## config.mk

```make
export PLATFORM = sky130hd
export DESIGN_NAME = smbus_seq
export DESIGN_NICKNAME = d
export VERILOG_FILES = /design/src/rtl/smbus_seq_pkg.sv /design/src/rtl/smbus_seq_decode.sv /design/src/rtl/smbus_seq_watch.sv /design/src/rtl/smbus_seq.sv
export SDC_FILE = /design/constraint.sdc
export NUM_CORES = 1
export LEC_CHECK = 0
export BUFFER_PORTS_ARGS = -buffer_cell sky130_fd_sc_hd__buf_2
export CAP_MARGIN = 40
export CORE_ASPECT_RATIO = 1.25
export CORE_UTILIZATION = 31
export CTS_BUF_LIST = sky130_fd_sc_hd__clkbuf_4
export CTS_CLUSTER_DIAMETER = 40
export DETAILED_ROUTE_END_ITERATION = 8
export PLACE_DENSITY = 0.56
export SYNTH_ARGS = -nofsm -noshare
export SYNTH_HDL_FRONTEND = slang
export SYNTH_SLANG_ARGS = --single-unit
export TNS_END_PERCENT = 30
```

## constraint.sdc

```tcl
create_clock -name clk -period 3.4 [get_ports clk]
set_clock_uncertainty 0.05 [all_clocks]
set_input_delay 0.34 -clock clk [delete_from_list [all_inputs] [get_ports clk]]
set_output_delay 0.34 -clock clk [all_outputs]
set_load 0.02 [all_outputs]
```

## src/rtl/smbus_seq_pkg.sv

```systemverilog
package smbus_seq_pkg;

    typedef enum logic [2:0] {
        K_QUICK = 3'd0,
        K_BYTE  = 3'd1,
        K_BDATA = 3'd2,
        K_WORD  = 3'd3,
        K_BLOCK = 3'd4
    } kind_e;

    typedef enum logic [1:0] {
        RES_OK     = 2'd0,
        RES_NODEV  = 2'd1,
        RES_IOERR  = 2'd2,
        RES_BADARG = 2'd3
    } res_e;

    typedef enum logic [2:0] {
        S_IDLE, S_ADDR, S_CMD, S_RSTART, S_QUICK, S_READ, S_WRITE
    } state_e;

    typedef struct packed {
        logic [6:0] addr;
        logic       rd;
        logic [7:0] cmd;
        kind_e      kind;
    } req_t;

    // quick and byte kinds skip the command phase
    function automatic logic short_form(kind_e k);
        return (k == K_QUICK) || (k == K_BYTE);
    endfunction

endpackage

```

## src/rtl/smbus_seq_decode.sv

```systemverilog
module smbus_seq_decode
    import smbus_seq_pkg::*;
#(
    parameter int MAX_BLOCK = 32,
    parameter int LEN_W     = 6
) (
    input  logic [2:0]       kind,
    input  logic             rd,
    input  logic [LEN_W-1:0] len_req,
    output logic [LEN_W-1:0] len,
    output logic             ok
);
    always_comb begin
        case (kind_e'(kind))
            K_QUICK:         len = '0;
            K_BYTE, K_BDATA: len = LEN_W'(1);
            K_WORD:          len = LEN_W'(2);
            default:         len = len_req;
        endcase
        ok = (kind <= 3'(K_BLOCK));
        if ((kind == 3'(K_BLOCK)) &&
            ((len_req == '0) || (len_req > LEN_W'(MAX_BLOCK))))
            ok = 1'b0;
        if (rd && (len == '0))
            ok = 1'b0;
    end
endmodule

```

## src/rtl/smbus_seq_watch.sv

```systemverilog
module smbus_seq_watch #(
    parameter int TIMEOUT_CYC = 2000
) (
    input  logic clk,
    input  logic rst,
    input  logic run,
    input  logic kick,
    output logic expire
);
    localparam int CW = (TIMEOUT_CYC > 2) ? $clog2(TIMEOUT_CYC) : 1;

    logic [CW-1:0] cnt;

    assign expire = run && !kick && (cnt == CW'(TIMEOUT_CYC - 1));

    always_ff @(posedge clk) begin
        if (rst || !run || kick)
            cnt <= '0;
        else if (!expire)
            cnt <= cnt + 1'b1;
    end
endmodule

```

## src/rtl/smbus_seq.sv

```systemverilog
module smbus_seq
    import smbus_seq_pkg::*;
#(
    parameter  int MAX_BLOCK   = 32,
    parameter  int TIMEOUT_CYC = 2000,
    localparam int LEN_W       = $clog2(MAX_BLOCK + 2)
) (
    input  logic             clk,
    input  logic             rst,
    input  logic             start_i,
    input  logic [6:0]       addr_i,
    input  logic             rd_i,
    input  logic [7:0]       cmd_i,
    input  logic [2:0]       kind_i,
    input  logic [LEN_W-1:0] len_i,
    input  logic [7:0]       wr_byte_i,
    output logic [LEN_W-1:0] data_idx_o,
    output logic             rd_valid_o,
    output logic [7:0]       rd_data_o,
    output logic [LEN_W-1:0] rd_idx_o,
    output logic             busy_o,
    output logic             done_o,
    output logic [1:0]       result_o,
    output logic             reset_req_o,
    input  logic             eng_ready_i,
    input  logic             eng_berr_i,
    input  logic             eng_nack_i,
    input  logic             eng_master_i,
    input  logic [7:0]       eng_rdata_i,
    output logic             eng_start_o,
    output logic             eng_stop_o,
    output logic             eng_wr_o,
    output logic [7:0]       eng_wdata_o,
    output logic             eng_take_o,
    output logic             eng_nak_o,
    output logic             eng_clr_o
);
    state_e           state;
    req_t             req;
    logic [LEN_W-1:0] left, idx;
    res_e             res_q;
    logic [LEN_W-1:0] dec_len;
    logic             dec_ok, expire, evt;

    smbus_seq_decode #(.MAX_BLOCK(MAX_BLOCK), .LEN_W(LEN_W)) u_dec (
        .kind(kind_i), .rd(rd_i), .len_req(len_i), .len(dec_len), .ok(dec_ok)
    );

    assign evt = eng_ready_i | eng_berr_i | eng_nack_i;

    smbus_seq_watch #(.TIMEOUT_CYC(TIMEOUT_CYC)) u_watch (
        .clk(clk), .rst(rst), .run(state != S_IDLE), .kick(evt), .expire(expire)
    );

    assign busy_o     = (state != S_IDLE);
    assign result_o   = res_q;
    assign data_idx_o = idx;

    always_ff @(posedge clk) begin
        if (rst) begin
            state       <= S_IDLE;
            req         <= '0;
            left        <= '0;
            idx         <= '0;
            res_q       <= RES_OK;
            done_o      <= 1'b0;
            reset_req_o <= 1'b0;
            rd_valid_o  <= 1'b0;
            rd_data_o   <= '0;
            rd_idx_o    <= '0;
            eng_start_o <= 1'b0;
            eng_stop_o  <= 1'b0;
            eng_wr_o    <= 1'b0;
            eng_wdata_o <= '0;
            eng_take_o  <= 1'b0;
            eng_nak_o   <= 1'b0;
            eng_clr_o   <= 1'b0;
        end else begin
            done_o      <= 1'b0;
            rd_valid_o  <= 1'b0;
            eng_start_o <= 1'b0;
            eng_stop_o  <= 1'b0;
            eng_wr_o    <= 1'b0;
            eng_take_o  <= 1'b0;
            eng_clr_o   <= 1'b0;
            if (state == S_IDLE) begin
                if (start_i) begin
                    reset_req_o <= 1'b0;
                    if (!dec_ok) begin
                        done_o <= 1'b1;
                        res_q  <= RES_BADARG;
                    end else begin
                        req.addr    <= addr_i;
                        req.rd      <= rd_i;
                        req.cmd     <= cmd_i;
                        req.kind    <= kind_e'(kind_i);
                        left        <= dec_len;
                        idx         <= '0;
                        eng_nak_o   <= 1'b0;
                        eng_start_o <= 1'b1;
                        state       <= short_form(kind_e'(kind_i)) ? S_QUICK : S_ADDR;
                    end
                end
            end else if (expire) begin
                state       <= S_IDLE;
                done_o      <= 1'b1;
                res_q       <= RES_IOERR;
                reset_req_o <= 1'b1;
            end else if (evt) begin
                if (eng_berr_i || !eng_master_i) begin
                    state       <= S_IDLE;
                    done_o      <= 1'b1;
                    res_q       <= RES_IOERR;
                    reset_req_o <= 1'b1;
                end else if (eng_nack_i) begin
                    state      <= S_IDLE;
                    done_o     <= 1'b1;
                    res_q      <= RES_NODEV;
                    eng_stop_o <= 1'b1;
                    eng_clr_o  <= 1'b1;
                end else begin
                    case (state)
                        S_ADDR: begin
                            eng_wr_o    <= 1'b1;
                            eng_wdata_o <= {req.addr, 1'b0};
                            state       <= S_CMD;
                        end
                        S_CMD: begin
                            eng_wr_o    <= 1'b1;
                            eng_wdata_o <= req.cmd;
                            state       <= req.rd ? S_RSTART : S_WRITE;
                        end
                        S_RSTART, S_QUICK: begin
                            if (state == S_RSTART)
                                eng_start_o <= 1'b1;
                            eng_wr_o    <= 1'b1;
                            eng_wdata_o <= {req.addr, req.rd};
                            if (req.rd) begin
                                eng_nak_o <= (left == LEN_W'(1));
                                state     <= S_READ;
                            end else begin
                                state     <= S_WRITE;
                            end
                        end
                        S_READ: begin
                            eng_nak_o  <= (left == LEN_W'(2));
                            eng_take_o <= 1'b1;
                            rd_valid_o <= 1'b1;
                            rd_data_o  <= eng_rdata_i;
                            rd_idx_o   <= idx;
                            idx        <= idx + 1'b1;
                            left       <= left - 1'b1;
                            if (left == LEN_W'(1)) begin
                                eng_stop_o <= 1'b1;
                                done_o     <= 1'b1;
                                res_q      <= RES_OK;
                                state      <= S_IDLE;
                            end
                        end
                        S_WRITE: begin
                            if (left == '0) begin
                                eng_stop_o <= 1'b1;
                                done_o     <= 1'b1;
                                res_q      <= RES_OK;
                                state      <= S_IDLE;
                            end else begin
                                eng_wr_o    <= 1'b1;
                                eng_wdata_o <= (req.kind == K_BYTE) ? req.cmd : wr_byte_i;
                                idx         <= idx + 1'b1;
                                left        <= left - 1'b1;
                            end
                        end
                        default: state <= S_IDLE;
                    endcase
                end
            end
        end
    end
endmodule

```

==> summary.md <==
| Metric | Value |
|---|---|
| Final #Nets | 550 |
| Htree depth | 3 |
| Router iterations before antenna repair | 4 |
| Wire per inst | 13.5 µm |
| Core area | 0.0117 mm² |
| Peak VDD IR | between 0.15 and 0.2 mV |
| Max Root-Sink Buffers | 2 |
| Setup WS post-layout | 753 ps |
| Die area | 0.0125 mm² |
| Slew HR | around 43% |
| Tcrit/Tclk final | 77.9% |
| CP required | 3640 ps |
| Count leader, synth | dfxtp_1 |
| Final Non-Filler Cells | 659 |
| Dpl cell area | 0.00427 mm² |
| Post-cts sizing count | 0 |
| Syn_nets | between 400 and 500 |
| ANT cells | 0 |
| Global Route Usage Sum | 15.0% |
| RSZ-0062 raised after global routing | no |
| Min-delay worst type | in2reg |
| Buffers added on ports | just under 90 |
| Worst r2r src | state[2] |
| Initial antenna violation count | 0 |
| Die Wd | 100 µm |
| Switching Power | 0.527 mW |
| Critical path launch point type | flop |
| Crit path kind | reg2reg |
| Min-Delay Path Depth | 3 |
| GP Congestion | a little under 0.8 |
| Synth unique cells | 60 |
| Logic pwr share | 18.2% |
| Critical path peak fanout | 17 |
| Post-Synthesis Cells | around 420 |
| Total clock sinks | 77 |
| Final Cell Area | 0.00438 mm² |
| Hold_sp | eng_rdata_i[7] |
| Fillers | 1,264 |
| Skew-Pair Late Insertion Delay | approximately 430 ps |
| Crit. Startpoint | state[2] |
| Share of layout cells above drive strength 1 | about a quarter |
| CTS tree | done |
| P&R area growth vs syn | 17.2% |
| Vias in the first global route | 3,021 |
| Total Wirelength | 8920 µm |
| Register area | 0.00154 mm² |
| Largest area contributor in the synthesized netlist | dfxtp_1 |
| Detailed-route DRC error count | 0 |
| Core Rows | 44 |
| DRT iter0 DRCs | between 150 and 200 |
| Overflow after GRT | 0 |
| Status | completed |
| Pint | 1.28 mW |
| Largest net degree at the start of global routing | between 40 and 50 |
| Clk pwr share | between 20% and 30% |
| Avg Cell Area, Syn | 8.96 µm² |
| Flop and latch count out of synthesis | between 70 and 80 |
| Yosys warnings | 0 |
| Initial Util | 32.0% |
| Dpl cells | 646 |
| Worst hold slack | 98.2 ps |
| Ports | 88 |
| R2R cell count | 6 |
| DR vias/cell | 4.85 |
| Die Y | 125 µm |
| Crit. End Element | flop |
| Vias | 3,198 |
| Flop pwr share | 53.4% |
| Sw frac | 29.2% |
| Leakage power total | 1.90 nW |
| Power Density | between 400 and 500 mW/mm² |
| First-pass GRT wire length | 14,900 µm |
| Dpl ws | 784 ps |
| Hpwl dp | 6520 µm |
| Setup bufs post-CTS | 0 |
| Minimum clock period | 2650 ps |
| Final setup violation count | 0 |
| Fin. max-slew vios | 0 |
| Post-synth top area share | 41.3% |
| Root buffer cell | clkbuf_4 |
| Main synth FF type | dfxtp_1 |
| Setup_tns | 0 ps |
| Ys async rst share | 0% |
| Post-synth EDFFs | 0 |
| Final hold vios | 0 |
| Synth cell count leaders | dfxtp_1 (77), nor2_1 (69), mux2i_1 (48) |
| CTS Buf Count | 9 |
| FMAX | 378 MHz |
| Sequential fraction of the synthesis area | approximately two fifths |
| Main area contributors after synthesis | dfxtp_1 (41%), mux2i_1 (13%), nor2_1 (6.9%), a21oi_1 (3.3%), o21ai_0 (2.4%) |
| Cts hold-fix bufs | 0 |
| Cell area after synthesis | roughly 0.0037 mm² |
| Worst Path Arrival | 2880 ps |
| Slew @ Worst Pin | 859 ps |
| Antenna viol nets, final | 0 |
| Multi-input gate area | 0.00203 mm² |
| Clk slew on worst S/H paths | between 100 and 150 ps |
| Maxcap violations | 0 |
-- state kept, by name, indices dropped and copies added (netlist names), 2 cells and up --
signal / flops
left: 6
req: 19
eng_wdata_o: 8
rd_data_o: 8
result_o: 2
state: 3
rd_idx_o: 6
u_watch.cnt: 11
data_idx_o: 6
-- final cells by class --
class                      instances  area share [%]
clock buffer                       9            1.54
clock inverter                     4           0.972
inverter                           9           0.772
multi-input combinational        308            46.3
sequential                        77            35.2
tap                              161            4.60
timing repair buffer              91            10.6
-- per-layer routing --
layer / global-route usage, % / up-vias / wire length [µm] / share of wire (%)
li1: - / 1624 / - / -
met1: 19.5 / 1481 / 4210 / 47
met2: 23.4 / 82 / 4080 / 46
met3: 4.60 / 11 / 496 / 5.6
met4: 5.03 / 0 / 129 / 1.4
met5: 0 / - / 0 / 0
-- power groups by stage --
stage | Sequential, mW | Clock (mW) | Combinational [mW]
CTS | 0.963 | 0.538 | 0.330
detailed placement | 0.983 | 0 | 0.329
global placement | 0.982 | 0 | 0.327
floorplan | 0.985 | 0 | 0.236
finish | 0.963 | 0.512 | 0.328
global route | 0.968 | 0.573 | 0.362
-- cell usage in the layout, fill, tap and decap left out, drive strengths merged, types with 3 or more instances in the layout --
cell type  Yosys  routed
buf           11      91
dfxtp         77      77
nor2          69      69
mux2i         48      48
a21oi         26      26
nand2         25      25
o21ai         25      25
nand3         15      15
or3           10      10
clkbuf        12       9
inv            9       9
nor3           7       7
nor2b          6       6
ha             6       6
xnor2          5       5
nand2b         5       5
xor2           4       4
o22ai          4       4
and3           4       4
o211a          4       4
a21boi         4       4
a211o          3       3
a31oi          3       3
nor4           3       3
a21o           3       3
mux2           3       3
clkinv         0       3
-- cell families (layout without fill, tap and decap cells) --
family | after synthesis | count (layout) | share of synthesized area (%)
AND/OR/NAND/NOR | 155 | 155 | 21.0
AO/OA/AOI/OAI | 87 | 87 | 15.2
flip-flops | 77 | 77 | 41.3
multiplexers | 51 | 51 | 14.0
buffers and inverters | 32 | 113 | 4.52
XOR/XNOR | 9 | 9 | 2.11
adder cells (fa/ha/maj) | 6 | 6 | 2.01
-- through the flow --
step / util, % / total power, mW
after floorplan: - / 1.22
after global placement: 36.6 / 1.31
after detailed placement: 36.6 / 1.31
after CTS: 37.5 / 1.83
after global routing: 37.5 / 1.90
final: 37.5 / 1.80
-- final timing paths --
| path | end | slack, ps |
|---|---|---|
| setup / recovery | req[15] | 750 |
| hold / removal | rd_data_o[7] | 100 |
| setup reg to reg | req[15] | 750 |
| hold reg to reg | eng_wdata_o[2] | 450 |
-- critical path, cell delays in order (launching register included) --
cell     delay (ps)
dfxtp_1         460
nor3_4          650
nand2_2         140
and3b_1         660
buf_4           290
mux2i_1         190
nor2_1           50
No activity file was read; power rests on OpenSTA's default activity.
